$ cat src/rtl/reach_equiv_pkg.sv
package reach_equiv_pkg;

  typedef enum logic [1:0] {
    PH_IDLE = 2'd0,
    PH_POP  = 2'd1,
    PH_SCAN = 2'd2
  } walk_phase_t;

  // index width for n codes, at least one bit
  function automatic int bits_for(input int n);
    return (n > 1) ? $clog2(n) : 1;
  endfunction

endpackage

$ cat src/rtl/nxt_table.sv
module nxt_table #(
  parameter  int NUM_IN = 3,
  parameter  int NUM_ST = 6,
  localparam int IW     = reach_equiv_pkg::bits_for(NUM_IN),
  localparam int SW     = reach_equiv_pkg::bits_for(NUM_ST)
) (
  input  logic          clk,
  input  logic          rst_n,
  input  logic          wr_en_i,
  input  logic          hold_i,
  input  logic [IW-1:0] wr_in_i,
  input  logic [SW-1:0] wr_st_i,
  input  logic [SW-1:0] wr_next_i,
  input  logic [IW-1:0] rd_in_i,
  input  logic [SW-1:0] rd_st_i,
  output logic [SW-1:0] rd_next_o
);

  localparam int ENTRIES = NUM_IN * NUM_ST;
  localparam int MW      = ENTRIES * SW;

  logic [MW-1:0] mem_q;
  logic [MW-1:0] mem_d;
  logic          wr_ok;
  int            widx;
  int            ridx;

  // write qualification and next contents
  always_comb begin
    wr_ok = wr_en_i && !hold_i
            && (int'(wr_in_i)   < NUM_IN)
            && (int'(wr_st_i)   < NUM_ST)
            && (int'(wr_next_i) < NUM_ST);
    widx  = int'(wr_in_i) * NUM_ST + int'(wr_st_i);
    mem_d = mem_q;
    if (wr_ok) begin
      mem_d[widx*SW +: SW] = wr_next_i;
    end
  end

  always_ff @(posedge clk or negedge rst_n) begin
    if (!rst_n) begin
      mem_q <= '0;
    end else if (wr_ok) begin
      mem_q <= mem_d;
    end
  end

  // read port
  always_comb begin
    ridx = int'(rd_in_i) * NUM_ST + int'(rd_st_i);
    if (ridx < ENTRIES) begin
      rd_next_o = mem_q[ridx*SW +: SW];
    end else begin
      rd_next_o = '0;
    end
  end

  // writes during a walk leave the contents untouched
  assert_hold_frozen_R8: assert property (@(posedge clk) disable iff (!rst_n)
    (wr_en_i && hold_i) |=> $stable(mem_q));

  // stored codes always name a real state
  assert_entry_range_R7: assert property (@(posedge clk) disable iff (!rst_n)
    int'(rd_next_o) < NUM_ST);

endmodule

$ cat src/rtl/bfs_queue.sv
module bfs_queue #(
  parameter  int DEPTH = 6,
  parameter  int W     = 3,
  localparam int PW    = reach_equiv_pkg::bits_for(DEPTH),
  localparam int CW    = reach_equiv_pkg::bits_for(DEPTH + 1)
) (
  input  logic         clk,
  input  logic         rst_n,
  input  logic         clr_i,
  input  logic         push_i,
  input  logic [W-1:0] push_data_i,
  input  logic         pop_i,
  output logic [W-1:0] head_o,
  output logic         empty_o
);

  logic [DEPTH*W-1:0] store_q, store_d;
  logic [PW-1:0]      rd_ptr_q, rd_ptr_d, wr_ptr_q, wr_ptr_d;
  logic [CW-1:0]      cnt_q, cnt_d;
  logic [PW-1:0]      rp, wp;
  logic [CW-1:0]      cbase;

  function automatic logic [PW-1:0] ptr_inc(input logic [PW-1:0] p);
    return (p == PW'(DEPTH - 1)) ? '0 : p + 1'b1;
  endfunction

  always_comb begin
    rp      = clr_i ? '0 : rd_ptr_q;
    wp      = clr_i ? '0 : wr_ptr_q;
    cbase   = clr_i ? '0 : cnt_q;
    store_d = store_q;
    if (push_i) begin
      store_d[int'(wp)*W +: W] = push_data_i;
    end
    wr_ptr_d = push_i ? ptr_inc(wp) : wp;
    rd_ptr_d = pop_i  ? ptr_inc(rp) : rp;
    cnt_d    = cbase + CW'(push_i) - CW'(pop_i);
  end

  always_ff @(posedge clk or negedge rst_n) begin
    if (!rst_n) begin
      store_q  <= '0;
      rd_ptr_q <= '0;
      wr_ptr_q <= '0;
      cnt_q    <= '0;
    end else begin
      if (push_i) begin
        store_q <= store_d;
      end
      rd_ptr_q <= rd_ptr_d;
      wr_ptr_q <= wr_ptr_d;
      cnt_q    <= cnt_d;
    end
  end

  assign head_o  = store_q[int'(rd_ptr_q)*W +: W];
  assign empty_o = (cnt_q == '0);

  // a state is queued once, so DEPTH=NUM_ST never fills past capacity
  assert_no_overflow_R4: assert property (@(posedge clk) disable iff (!rst_n)
    (push_i && !pop_i && !clr_i) |-> (cnt_q != CW'(DEPTH)));

  assert_no_underflow_R4: assert property (@(posedge clk) disable iff (!rst_n)
    pop_i |-> !empty_o);

endmodule

$ cat src/rtl/walk_ctrl.sv
module walk_ctrl
  import reach_equiv_pkg::*;
#(
  parameter  int NUM_IN  = 3,
  parameter  int NUM_ST  = 6,
  parameter  int INIT_ST = 0,
  localparam int IW      = reach_equiv_pkg::bits_for(NUM_IN),
  localparam int SW      = reach_equiv_pkg::bits_for(NUM_ST)
) (
  input  logic          clk,
  input  logic          rst_n,
  input  logic          start_i,
  input  logic [SW-1:0] next_a_i,
  input  logic [SW-1:0] next_b_i,
  input  logic          q_empty_i,
  input  logic [SW-1:0] q_head_i,
  output logic [IW-1:0] rd_in_o,
  output logic [SW-1:0] rd_st_o,
  output logic          q_clr_o,
  output logic          q_push_o,
  output logic [SW-1:0] q_push_data_o,
  output logic          q_pop_o,
  output logic          busy_o,
  output logic          done_o,
  output logic          equiv_o,
  output logic [IW-1:0] bad_in_o,
  output logic [SW-1:0] bad_st_o
);

  walk_phase_t       phase_q, phase_d;
  logic [SW-1:0]     cur_q, cur_d;
  logic [IW-1:0]     inp_q, inp_d;
  logic [NUM_ST-1:0] visited_q, visited_d;
  logic              done_q, done_d;
  logic              equiv_q, equiv_d;
  logic [IW-1:0]     bad_in_q, bad_in_d;
  logic [SW-1:0]     bad_st_q, bad_st_d;

  always_comb begin
    phase_d       = phase_q;
    cur_d         = cur_q;
    inp_d         = inp_q;
    visited_d     = visited_q;
    done_d        = done_q;
    equiv_d       = equiv_q;
    bad_in_d      = bad_in_q;
    bad_st_d      = bad_st_q;
    q_clr_o       = 1'b0;
    q_push_o      = 1'b0;
    q_push_data_o = next_a_i;
    q_pop_o       = 1'b0;

    unique case (phase_q)
      PH_IDLE: begin
        if (start_i) begin
          visited_d          = '0;
          visited_d[INIT_ST] = 1'b1;
          q_clr_o            = 1'b1;
          q_push_o           = 1'b1;
          q_push_data_o      = SW'(INIT_ST);
          done_d             = 1'b0;
          equiv_d            = 1'b0;
          bad_in_d           = '0;
          bad_st_d           = '0;
          phase_d            = PH_POP;
        end
      end
      PH_POP: begin
        if (q_empty_i) begin
          done_d  = 1'b1;
          equiv_d = 1'b1;
          phase_d = PH_IDLE;
        end else begin
          cur_d   = q_head_i;
          q_pop_o = 1'b1;
          inp_d   = '0;
          phase_d = PH_SCAN;
        end
      end
      PH_SCAN: begin
        if (next_a_i != next_b_i) begin
          done_d   = 1'b1;
          equiv_d  = 1'b0;
          bad_in_d = inp_q;
          bad_st_d = cur_q;
          phase_d  = PH_IDLE;
        end else begin
          if (!visited_q[int'(next_a_i)]) begin
            visited_d[int'(next_a_i)] = 1'b1;
            q_push_o                  = 1'b1;
          end
          if (inp_q == IW'(NUM_IN - 1)) begin
            phase_d = PH_POP;
          end else begin
            inp_d = inp_q + 1'b1;
          end
        end
      end
      default: phase_d = PH_IDLE;
    endcase
  end

  always_ff @(posedge clk or negedge rst_n) begin
    if (!rst_n) begin
      phase_q   <= PH_IDLE;
      cur_q     <= '0;
      inp_q     <= '0;
      visited_q <= '0;
      done_q    <= 1'b0;
      equiv_q   <= 1'b0;
      bad_in_q  <= '0;
      bad_st_q  <= '0;
    end else begin
      phase_q   <= phase_d;
      cur_q     <= cur_d;
      inp_q     <= inp_d;
      visited_q <= visited_d;
      done_q    <= done_d;
      equiv_q   <= equiv_d;
      bad_in_q  <= bad_in_d;
      bad_st_q  <= bad_st_d;
    end
  end

  assign rd_in_o  = inp_q;
  assign rd_st_o  = cur_q;
  assign busy_o   = (phase_q != PH_IDLE);
  assign done_o   = done_q;
  assign equiv_o  = equiv_q;
  assign bad_in_o = bad_in_q;
  assign bad_st_o = bad_st_q;

  assert_launch_R2: assert property (@(posedge clk) disable iff (!rst_n)
    $rose(busy_o) |-> $past(start_i));

  assert_done_idle_R3: assert property (@(posedge clk) disable iff (!rst_n)
    done_o |-> !busy_o);

  assert_stop_on_diff_R6: assert property (@(posedge clk) disable iff (!rst_n)
    (phase_q == PH_SCAN && next_a_i != next_b_i) |=> (done_o && !equiv_o));

  assert_report_range_R6: assert property (@(posedge clk) disable iff (!rst_n)
    (done_o && !equiv_o) |-> (int'(bad_in_o) < NUM_IN && int'(bad_st_o) < NUM_ST));

endmodule

$ cat src/rtl/reach_equiv_top.sv
module reach_equiv_top #(
  parameter  int NUM_IN  = 3,
  parameter  int NUM_ST  = 6,
  parameter  int INIT_ST = 0,
  localparam int IW      = reach_equiv_pkg::bits_for(NUM_IN),
  localparam int SW      = reach_equiv_pkg::bits_for(NUM_ST)
) (
  input  logic          clk,
  input  logic          rst_n,
  input  logic          wr_en,
  input  logic          wr_sel,
  input  logic [IW-1:0] wr_in,
  input  logic [SW-1:0] wr_st,
  input  logic [SW-1:0] wr_next,
  input  logic          start,
  output logic          busy,
  output logic          done,
  output logic          equiv,
  output logic [IW-1:0] bad_in,
  output logic [SW-1:0] bad_st
);

  logic [IW-1:0] rd_in;
  logic [SW-1:0] rd_st;
  logic [SW-1:0] next_ab [2];
  logic          q_clr, q_push, q_pop, q_empty;
  logic [SW-1:0] q_push_data, q_head;

  // one table per machine, selected by wr_sel
  for (genvar g = 0; g < 2; g++) begin : g_tab
    nxt_table #(
      .NUM_IN (NUM_IN),
      .NUM_ST (NUM_ST)
    ) u_tab (
      .clk       (clk),
      .rst_n     (rst_n),
      .wr_en_i   (wr_en && (wr_sel == 1'(g))),
      .hold_i    (busy),
      .wr_in_i   (wr_in),
      .wr_st_i   (wr_st),
      .wr_next_i (wr_next),
      .rd_in_i   (rd_in),
      .rd_st_i   (rd_st),
      .rd_next_o (next_ab[g])
    );
  end

  bfs_queue #(
    .DEPTH (NUM_ST),
    .W     (SW)
  ) u_queue (
    .clk         (clk),
    .rst_n       (rst_n),
    .clr_i       (q_clr),
    .push_i      (q_push),
    .push_data_i (q_push_data),
    .pop_i       (q_pop),
    .head_o      (q_head),
    .empty_o     (q_empty)
  );

  walk_ctrl #(
    .NUM_IN  (NUM_IN),
    .NUM_ST  (NUM_ST),
    .INIT_ST (INIT_ST)
  ) u_ctrl (
    .clk           (clk),
    .rst_n         (rst_n),
    .start_i       (start),
    .next_a_i      (next_ab[0]),
    .next_b_i      (next_ab[1]),
    .q_empty_i     (q_empty),
    .q_head_i      (q_head),
    .rd_in_o       (rd_in),
    .rd_st_o       (rd_st),
    .q_clr_o       (q_clr),
    .q_push_o      (q_push),
    .q_push_data_o (q_push_data),
    .q_pop_o       (q_pop),
    .busy_o        (busy),
    .done_o        (done),
    .equiv_o       (equiv),
    .bad_in_o      (bad_in),
    .bad_st_o      (bad_st)
  );

  assert_reset_idle_R1: assert property (@(posedge clk) disable iff (!rst_n)
    $rose(rst_n) |-> (!busy && !done && !equiv));

endmodule

$ cat config.mk
export PLATFORM = sky130hd
export DESIGN_NAME = reach_equiv_top
export DESIGN_NICKNAME = d
export VERILOG_FILES = /design/src/rtl/reach_equiv_pkg.sv /design/src/rtl/nxt_table.sv /design/src/rtl/bfs_queue.sv /design/src/rtl/walk_ctrl.sv /design/src/rtl/reach_equiv_top.sv
export SDC_FILE = /design/constraint.sdc
export NUM_CORES = 1
export LEC_CHECK = 0
export ABC_AREA = 0
export BUFFER_PORTS_ARGS = -buffer_cell sky130_fd_sc_hd__buf_2
export CORE_MARGIN = 10
export CORE_UTILIZATION = 55
export DETAILED_ROUTE_END_ITERATION = 8
export PLACE_DENSITY_LB_ADDON = 0.05
export SYNTH_ARGS = -nofsm -noshare
export SYNTH_HDL_FRONTEND = slang
export SYNTH_SLANG_ARGS = --single-unit
$ cat constraint.sdc
create_clock -name clk -period 7.3 [get_ports clk]
set_clock_uncertainty 0.15 [all_clocks]
set_input_delay 1.46 -clock clk [delete_from_list [all_inputs] [get_ports clk]]
set_output_delay 1.46 -clock clk [all_outputs]
set_load 0.02 [all_outputs]
==> flow_metrics.py, run 1 <==
metrics = {
    "cells_and_area": {
        "fin_cells": 1469,
        "seq_area_um2": 3882,
        "num-nets-final": 1243,
        "multi_input_area_um2": 7533,
        "insertedDiodeCount": 0,
        "area_growth_pct": 8.979,
        "drive_gt1_share_pct": 25.38,
        "final_util_pct": 61.38,
        "fin_area_um2": 12990,
        "fill_cells": 1832,
    },
    "setup_path": {
        "path_cells": "buf_2 -> inv_1 -> ha_1 -> fa_1 -> inv_1 -> ha_1 -> ha_1 -> fa_1 -> xor2_1 -> nor3_1 -> nand2_1 -> nor3_1 -> inv_1 -> ha_1 -> inv_1 -> nor2_1 -> o21ai_1 -> buf_4 -> nor2_1 -> nand2_1 -> mux2_2",
        "worstSetupPathType": "input port to flop",
        "end_kind": "flop",
        "r2r_cells": 21,
        "timing.rr.start": "u_ctrl.rd_in_o[0]",
        "cp.required_ns": 7.47,
        "worstSetupStartpointType": "input port",
        "cp_max_fo": 15,
        "crit_slowest_cell": "fa_1",
        "critPathMaxStageDelay_ns": 0.54,
        "timing.rr.end": "u_queue.cnt_q[1]",
        "arrival_ns": 6.74,
        "r2r_slack_ns": 0.75,
    },
    "floorplan": {
        "die-area_um2": 27950,
        "dieWidth_um": 167.2,
        "ioPinCount": 21,
        "core_area_um2": 21150,
        "die_y_um": 167.2,
        "rows": 53,
        "start_util_pct": 56.33,
    },
    "min_path": {
        "holdPathEnd": "u_queue.store_q[4]",
        "holdPathStages": 1,
        "hold_path_class": "flop to flop",
        "min_from": "u_queue.store_q[4]",
    },
    "flow_run": {
        "cap_violations": 0,
    },
    "pwr": {
        "irDropWorstVdd_mv": 0.3670,
        "power.density_nw_per_um2": 516.5,
        "p_leak_nw": 5.652,
    },
    "sta": {
        "finalSetupViolations": 0,
        "setup_tns_ns": 0,
        "worst_slew_pin_slew_ns": 1.061,
        "hold_viol_final": 0,
        "period_needed_ns": 6.567,
        "min_period_over_period_pct": 89.96,
        "relSlewSlack_pct": 28.78,
        "maxSlewViolCount": 0,
        "finalHoldWorstSlack_ns": 0.3419,
        "fmaxAchievable_mhz": 152.3,
        "rsz0062_at_grt": "false",
    },
    "synth": {
        "synth_nets": 1222,
        "async_reset_ff_share_pct": 100.0,
        "synth_top_area_cell": "dfrtp_1",
        "syn_area_um2": 11920,
        "synthCells": 1160,
        "synth_ff_type": "dfrtp_1",
        "synth_warnings": 0,
        "synthDistinctLibCells": 79,
        "yosysSeqAreaShare_pct": 32.55,
        "yosysTopAreaCellShare_pct": 32.55,
        "ys_ff_latch": 155,
        "yosysMostFrequentCell": "nand2_1",
        "synth_common_cells": "168 x nand2_1, 155 x dfrtp_1, 106 x mux2_2",
        "synth.area.top_cells": "dfrtp_1 33%, mux4_2 15%, mux2_2 10%, nand2_1 5.3%, ha_1 4.6%",
        "synth_edf_count": 0,
        "postSynthAreaPerCell_um2": 10.27,
    },
    "routing": {
        "drt_iter0_drc": 1068,
        "post-route-drc-count": 0,
        "ant_nets": 0,
        "drt-vias-per-instance": 6.730,
        "wl_per_cell_um": 25.37,
        "wl_um": 37270,
        "vias": 9886,
        "dr.pass1.iters": 5,
    },
    "placed_design": {
        "placed_area_um2": 12390,
        "place_congestion": 0.9505,
        "port_buffers": 20,
        "dp_hpwl_um": 28240,
        "dp.cells": 1437,
    },
    "global_route": {
        "grtUsageTotal_pct": 26.31,
        "grt_max_degree": 96,
        "grt_pass1_vias": 9653,
        "grt_pass1_wl_um": 57790,
        "antenna_found_initial": 0,
        "grt-ovfl-total": 0,
    },
    "cts": {
        "cts.reportedPaths.clkPinSlew_ns": 0.07,
        "post_cts_buffers": 0,
        "h-tree-depth": 4,
        "ctsHoldBuffers": 0,
        "cts_tree": "built",
        "cts_resized": 0,
        "cts-buffers-inserted": 17,
        "cts_buffer_depth": 2,
        "clk_latency_ns": 0.45,
        "cts_sinks": 155,
        "clock-root-buffer": "clkbuf_16",
    },
    "run_status": {
        "status": "complete, no violations",
    },
}
## cell families (layout without fill, tap and decap cells)
family,count (synthesis),in the layout,synth area share [%]
flops,155,155,32.55
simple gates,387,387,14.92
compound gates,211,211,12.60
buf+inv,113,147,4.347
fa+ha+maj,49,49,5.461
xor+xnor,25,25,1.995
mux,220,220,28.12
## layer usage
| layer | routed length (um) | GRT usage, % |
|---|---|---|
| met4 | 1962 | 12.83 |
| met1 | 14680 | 32.81 |
| met5 | 0 | 0 |
| met2 | 17670 | 42.66 |
| met3 | 2951 | 5.524 |
## area by class of cell
| cell class | instances | share of cell area (%) |
|---|---|---|
| Clock buffer | 17 | 3.276 |
| Clock inverter | 15 | 1.310 |
| Inverter | 54 | 1.561 |
| Multi-Input combinational cell | 892 | 58.02 |
| Sequential cell | 155 | 29.90 |
| Tap cell | 275 | 2.650 |
| Timing Repair Buffer | 61 | 3.286 |
## report_power, final
group,leakage [nW],internal (W),switching [W]
Combinational,3.25,0.00177,0.00287
Clock,0.288,0.000461,0.000454
Sequential,2.11,0.000991,0.000161
## worst max path at each step
| stage | depth (start not counted) | to | from |
|---|---|---|---|
| global placement | 22 | g_tab[1].u_tab.mem_q[21] | wr_in[0] |
| finish | 21 | g_tab[1].u_tab.mem_q[41] | wr_in[0] |
| floorplan | 21 | g_tab[1].u_tab.mem_q[22] | wr_in[0] |
| detailed placement | 22 | g_tab[0].u_tab.mem_q[53] | wr_in[0] |
| CTS | 22 | g_tab[0].u_tab.mem_q[53] | wr_in[0] |
| global route | 22 | g_tab[0].u_tab.mem_q[51] | wr_in[0] |
## registers in the layout (all words and copies together) (netlist names)
name and cells:
u_ctrl.bad_in_o 2, u_queue.wr_ptr_q 3, u_queue.cnt_q 3, u_ctrl.rd_in_o 2
u_ctrl.equiv_o 1, g_tab.u_tab.mem_q 108, u_queue.rd_ptr_q 3, u_ctrl.phase_q 2
u_ctrl.visited_q 6, u_ctrl.done_o 1, u_ctrl.bad_st_o 3, u_ctrl.rd_st_o 3
u_queue.store_q 18
## per-stage QoR
stage          setup slack, ns  power [W]
6_report                0.7328   0.006707
5_1_grt                 0.2082   0.007063
4_1_cts                 0.7642   0.006630
3_5_place_dp            0.3236   0.005708
3_3_place_gp            0.5169   0.005693
2_1_floorplan            1.082   0.004538
## cell usage in the layout (no fill, tap or decap), types with 5 or more instances in the layout
cell,instances
a211o_1,8
a21o_1,9
a21oi_1,33
a22oi_1,13
and2_1,15
and3_1,8
buf_2,19
buf_4,40
clkbuf_16,17
dfrtp_1,154
fa_1,5
ha_1,42
inv_1,50
mux2_1,6
mux2_2,106
mux2i_1,28
mux4_2,78
nand2_1,168
nand2b_1,5
nand3_1,17
nand4_1,10
nor2_1,82
nor2b_1,9
nor3_1,36
nor4_1,14
o211ai_1,5
o21a_1,8
o21ai_0,47
o22ai_1,10
o2bb2ai_1,9
o31ai_1,13
or3_1,5
xnor2_1,15
xor2_1,9
## worst max-delay path, delay by kind of cell
family / cells / cell delay [ns]
xor+xnor: 1 / 0.21
buf+inv: 6 / 0.84
mux: 1 / 0.31
compound gates: 1 / 0.35
fa+ha+maj: 6 / 2.28
simple gates: 6 / 1.29
Power figures use the tool's default switching activity.
==> run 2: changes to the inputs <==
- ABC_AREA: 0 -> default
- CORE_ASPECT_RATIO: default -> 0.8
==> flow_metrics.py, run 2 (same netlist as run 1, synthesis figures left out) <==
metrics = {
    "setup_path": {
        "end_kind": "flop",
        "arrival_ns": 6.89,
        "r2r_cells": 21,
        "cp_max_fo": 10,
        "r2r_slack_ns": 0.64,
        "timing.rr.end": "u_queue.cnt_q[1]",
        "startpoint": "u_ctrl.rd_in_o[0]",
        "cp-endpoint": "u_queue.cnt_q[1]",
        "worstSetupPathType": "flop to flop",
        "cp.required_ns": 7.53,
        "timing.rr.start": "u_ctrl.rd_in_o[0]",
        "worstSetupStartpointType": "flop",
    },
    "cts": {
        "cts.reportedPaths.clkPinSlew_ns": 0.07,
        "cts-buffers-inserted": 17,
        "cts_buffer_depth": 2,
        "post_cts_buffers": 0,
        "clk_latency_ns": 0.44,
        "ctsHoldBuffers": 0,
        "cts_tree": "built",
        "cts_sinks": 155,
        "cts_resized": 0,
        "clock-root-buffer": "clkbuf_16",
        "h-tree-depth": 4,
    },
    "global_route": {
        "met3_usage_pct": 10.68,
        "grt_max_degree": 92,
        "grt.busiest_layer": "met1",
        "grt_pass1_wl_um": 60250,
        "antenna_found_initial": 0,
        "grt_pass1_vias": 9627,
        "grtUsageTotal_pct": 28.82,
        "grt_util_met2_pct": 39.05,
        "grt-ovfl-total": 0,
        "grt_use_met1_pct": 41.91,
    },
    "sta": {
        "hold_viol_final": 0,
        "fin_ws_ns": 0.6366,
        "maxSlewViolCount": 0,
        "min_period_over_period_pct": 91.28,
        "worst_slew_pin_slew_ns": 1.084,
        "period_needed_ns": 6.663,
        "fmaxAchievable_mhz": 150.1,
        "relSlewSlack_pct": 27.18,
        "finalSetupViolations": 0,
        "rsz0062_at_grt": "false",
        "finalHoldWorstSlack_ns": 0.3191,
        "setup_tns_ns": 0,
    },
    "cells_and_area": {
        "seq_area_um2": 3882,
        "area_growth_pct": 9.377,
        "layout_commonest_cell": "nand2_1",
        "drive_gt1_share_pct": 25.81,
        "largest_reg_flops": 108,
        "fill_cells": 1817,
        "layout_common_cells": "168 x nand2_1, 154 x dfrtp_1, 106 x mux2_2",
        "num-nets-final": 1250,
        "reg.largest.list": "g_tab.u_tab.mem_q: 108 flops, u_queue.store_q: 18 flops, u_ctrl.visited_q: 6 flops",
        "final_util_pct": 60.78,
        "multi_input_area_um2": 7533,
        "regMostFlops": "g_tab.u_tab.mem_q",
    },
    "routing": {
        "wl_per_cell_um": 26.25,
        "vias": 9993,
        "ant_nets": 0,
        "post-route-drc-count": 0,
        "drt_iter0_drc": 1195,
        "wl_um": 38770,
        "dr.pass1.iters": 7,
        "drt-vias-per-instance": 6.766,
    },
    "placed_design": {
        "dp_hpwl_um": 28680,
        "pre_cts_ws_ns": 0.5909,
        "place_congestion": 0.9757,
        "port_buffers": 20,
    },
    "flow_run": {
        "cap_violations": 0,
    },
    "floorplan": {
        "start_util_pct": 55.57,
        "core_area_um2": 21440,
        "ioPinCount": 21,
        "dieWidth_um": 184.6,
        "die_y_um": 151.6,
        "die-area_um2": 27990,
        "rows": 48,
    },
    "run_status": {
        "status": "complete, no violations",
    },
    "min_path": {
        "hold_path_class": "flop to flop",
    },
}
[run 2: cell type report]
class,instances,area share (%)
inverters,54,1.555
repair buffers,68,3.581
clock inverters,15,1.344
flip-flops and latches,155,29.79
clock buffers,17,3.264
diodes,1,0.01920
well taps,275,2.640
multi-input cells,892,57.81
[run 2: layer usage]
metal,part of all wire (%),vias to the layer above,routed length (um)
li1,-,4382,-
met1,45,4969,17270
met2,41,576,15760
met3,13,66,4866
met4,2.2,0,866
met5,0,-,0
[run 2: worst max-delay path, cell delays in order (launching register included)]
cell      delay [ns]
dfrtp_1         0.45
inv_1           0.14
ha_1            0.35
fa_1            0.57
inv_1           0.08
ha_1            0.29
ha_2            0.21
inv_1           0.06
fa_1            0.68
clkinv_1        0.52
nand2_1         0.18
a211oi_1        0.06
nor4_1          0.67
a211o_1         0.47
nor3_1          0.09
a2111o_2        0.47
nor4b_4         0.15
or2_2           0.29
ha_1            0.20
inv_1           0.06
fa_1            0.40
inv_1           0.06
[run 2: how the worst min path moves through the flow]
| stage | from | end | cells after the start |
|---|---|---|---|
| global placement | u_ctrl.visited_q[0] | u_ctrl.visited_q[0] | 2 |
| global route | u_ctrl.visited_q[0] | u_ctrl.visited_q[0] | 2 |
| detailed placement | u_ctrl.visited_q[0] | u_ctrl.visited_q[0] | 2 |
| finish | u_ctrl.visited_q[0] | u_ctrl.visited_q[0] | 2 |
| CTS | u_ctrl.visited_q[0] | u_ctrl.visited_q[0] | 2 |
| floorplan | u_ctrl.visited_q[0] | u_ctrl.visited_q[0] | 2 |
[run 2: through the flow]
stage | std cells | instance area [um2]
2_1_floorplan | 1160 | 11920
3_3_place_gp | 1444 | 12430
6_report | 1477 | 13030
5_1_grt | 1476 | 13030
4_1_cts | 1476 | 13030
3_5_place_dp | 1444 | 12430
Power of run 2 is not shown: default switching activity piles up to over one toggle a cycle in this logic, so the estimate is an artifact.
==> run 3: changes to the inputs <==
- MAX_ROUTING_LAYER: default -> met4
- clock period: 7.3 -> 7.5 ns (I/O delays scaled with it)
==> flow_metrics.py, run 3 (same netlist as run 1, synthesis figures left out) <==
metrics = {
    "floorplan": {
        "core_area_um2": 21440,
        "start_util_pct": 55.57,
        "ioPinCount": 21,
        "dieWidth_um": 184.6,
        "rows": 48,
        "die_y_um": 151.6,
        "die-area_um2": 27990,
    },
    "global_route": {
        "grt_pass1_vias": 9213,
        "grt.busiest_layer": "met1",
        "antenna_found_initial": 0,
        "grt_util_met2_pct": 35.84,
        "grt_use_met1_pct": 39.40,
        "grt_pass1_wl_um": 56260,
        "grt-ovfl-total": 0,
        "met3_usage_pct": 9.938,
        "grtUsageTotal_pct": 27.39,
        "grt_max_degree": 84,
    },
    "sta": {
        "period_needed_ns": 6.720,
        "maxSlewViolCount": 0,
        "fin_ws_ns": 0.7804,
        "hold_viol_final": 0,
        "worst_slew_pin_slew_ns": 1.140,
        "min_period_over_period_pct": 89.59,
        "setup_tns_ns": 0,
        "finalSetupViolations": 0,
        "rsz0062_at_grt": "false",
        "relSlewSlack_pct": 23.29,
        "fmaxAchievable_mhz": 148.8,
    },
    "setup_path": {
        "worst_path_most_repeated_cell": "inv_1",
        "critPathMaxStageDelay_ns": 0.73,
        "worstSetupPathType": "flop to flop",
        "arrival_ns": 6.95,
        "cp_max_fo": 18,
        "r2r_slack_ns": 0.78,
        "path_cells": "inv_1 -> ha_1 -> fa_1 -> inv_1 -> ha_1 -> ha_2 -> inv_1 -> fa_1 -> clkinv_1 -> nand2_1 -> a211oi_1 -> nor4_1 -> a211o_1 -> nor3_1 -> a2111o_2 -> nor4b_4 -> buf_4 -> or2_2 -> ha_1 -> inv_1 -> fa_1 -> inv_1",
        "end_kind": "flop",
        "critical-path-top-delay-family": "adder cells",
        "path_depth": 22,
        "crit_slowest_cell": "fa_1",
        "timing.rr.start": "u_ctrl.rd_in_o[0]",
        "cp.required_ns": 7.73,
        "r2r_cells": 22,
        "worstSetupStartpointType": "flop",
        "timing.rr.end": "u_queue.cnt_q[1]",
        "path_buf_inv": 7,
    },
    "routing": {
        "wl_um": 36030,
        "vias": 9836,
        "drt_iter0_drc": 1214,
        "drt-vias-per-instance": 6.742,
        "wl_per_cell_um": 24.69,
        "dr.pass1.iters": 5,
        "ant_nets": 0,
        "post-route-drc-count": 0,
    },
    "min_path": {
        "holdPathStages": 2,
        "min_from": "u_ctrl.visited_q[0]",
        "hold_path_class": "flop to flop",
        "holdPathEnd": "u_ctrl.visited_q[0]",
    },
    "placed_design": {
        "pre_cts_ws_ns": 0.4441,
        "dp.cells": 1428,
        "place_congestion": 0.9982,
        "port_buffers": 20,
        "dp_hpwl_um": 27480,
    },
    "run_status": {
        "status": "complete, no violations",
    },
    "cts": {
        "cts_buffer_depth": 2,
        "post_cts_buffers": 0,
        "h-tree-depth": 4,
        "ctsHoldBuffers": 0,
        "clk_latency_ns": 0.45,
        "clock-root-buffer": "clkbuf_16",
        "cts_tree": "built",
        "cts.reportedPaths.clkPinSlew_ns": 0.06,
        "cts_sinks": 155,
        "cts_resized": 0,
        "cts-buffers-inserted": 17,
    },
    "cells_and_area": {
        "layout_commonest_cell": "nand2_1",
        "reg.largest.list": "g_tab.u_tab.mem_q: 108 flops, u_queue.store_q: 18 flops, u_ctrl.visited_q: 6 flops",
        "area_growth_pct": 8.002,
        "multi_input_area_um2": 7533,
        "final_util_pct": 60.02,
        "fin_cells": 1459,
        "insertedDiodeCount": 0,
        "regMostFlops": "g_tab.u_tab.mem_q",
        "largest_reg_flops": 108,
        "fill_cells": 1823,
        "seq_area_um2": 3882,
        "layout_common_cells": "168 x nand2_1, 154 x dfrtp_1, 106 x mux2_2",
        "drive_gt1_share_pct": 24.75,
        "num-nets-final": 1234,
    },
    "pwr": {
        "power_w": 0.006413,
        "p_leak_nw": 5.576,
        "power.density_nw_per_um2": 498.3,
        "irDropWorstVdd_mv": 0.4708,
    },
    "flow_run": {
        "cap_violations": 0,
    },
}
-- run 3: cell count changes in the layout (fill, tap and decap cells not counted), sizes merged --
cell      change
bufinv        -1
diode         -1
inv           -1
clkinvlp      +2
buf          -16
clkbuf        +1
clkinv        -2
-- run 3: area by class of cell --
cell class	count	share of cell area [%]
Clock inverter	13	0.8362
Timing Repair Buffer	52	2.790
Tap cell	275	2.674
Inverter	54	1.575
Multi-Input combinational cell	892	58.54
Clock buffer	18	3.413
Sequential cell	155	30.17
-- run 3: worst max path at each step --
stage,from,endpoint,slack [ns]
2_1_floorplan,wr_in[0],g_tab[1].u_tab.mem_q[22],1.24
3_3_place_gp,wr_in[0],g_tab[1].u_tab.mem_q[38],0.52
3_5_place_dp,wr_in[0],g_tab[1].u_tab.mem_q[38],0.44
4_1_cts,u_ctrl.rd_in_o[0],u_queue.cnt_q[1],0.85
5_1_grt,wr_in[0],g_tab[1].u_tab.mem_q[38],0.43
6_report,u_ctrl.rd_in_o[0],u_queue.cnt_q[1],0.78
-- run 3: per-stage QoR --
stage | area (um2) | hold slack (ns)
floorplan | 11920 | 0.2782
global placement | 12320 | 0.2977
detailed placement | 12320 | 0.3059
CTS | 12870 | 0.3222
global route | 12870 | 0.3566
finish | 12870 | 0.3178
-- run 3: per-layer routing --
layer  vias to the layer above  part of all wire, %
met5                         -                    0
met4                         0                  1.3
met3                        35                   13
met2                       547                   41
met1                      4908                   45
li1                       4346                    -
-- run 3: worst register-to-register path: cells and delay by family, from the launching register on --
family	cells	cell delay, ns
adders and majority gates	7	2.71
and+or+nand+nor	5	1.28
buffers and inverters	7	1.10
AOI/OAI and AO/OA	3	0.98
DFF	1	0.43
-- run 3: report_power, final --
group	internal [W]	leakage (nW)	switching [W]	total (W)
logic	0.00166	3.21	0.00282	0.00448
registers	0.000965	2.11	0.000146	0.00111
clock network	0.000437	0.258	0.000387	0.000824
total	0.00306	5.58	0.00335	0.00641
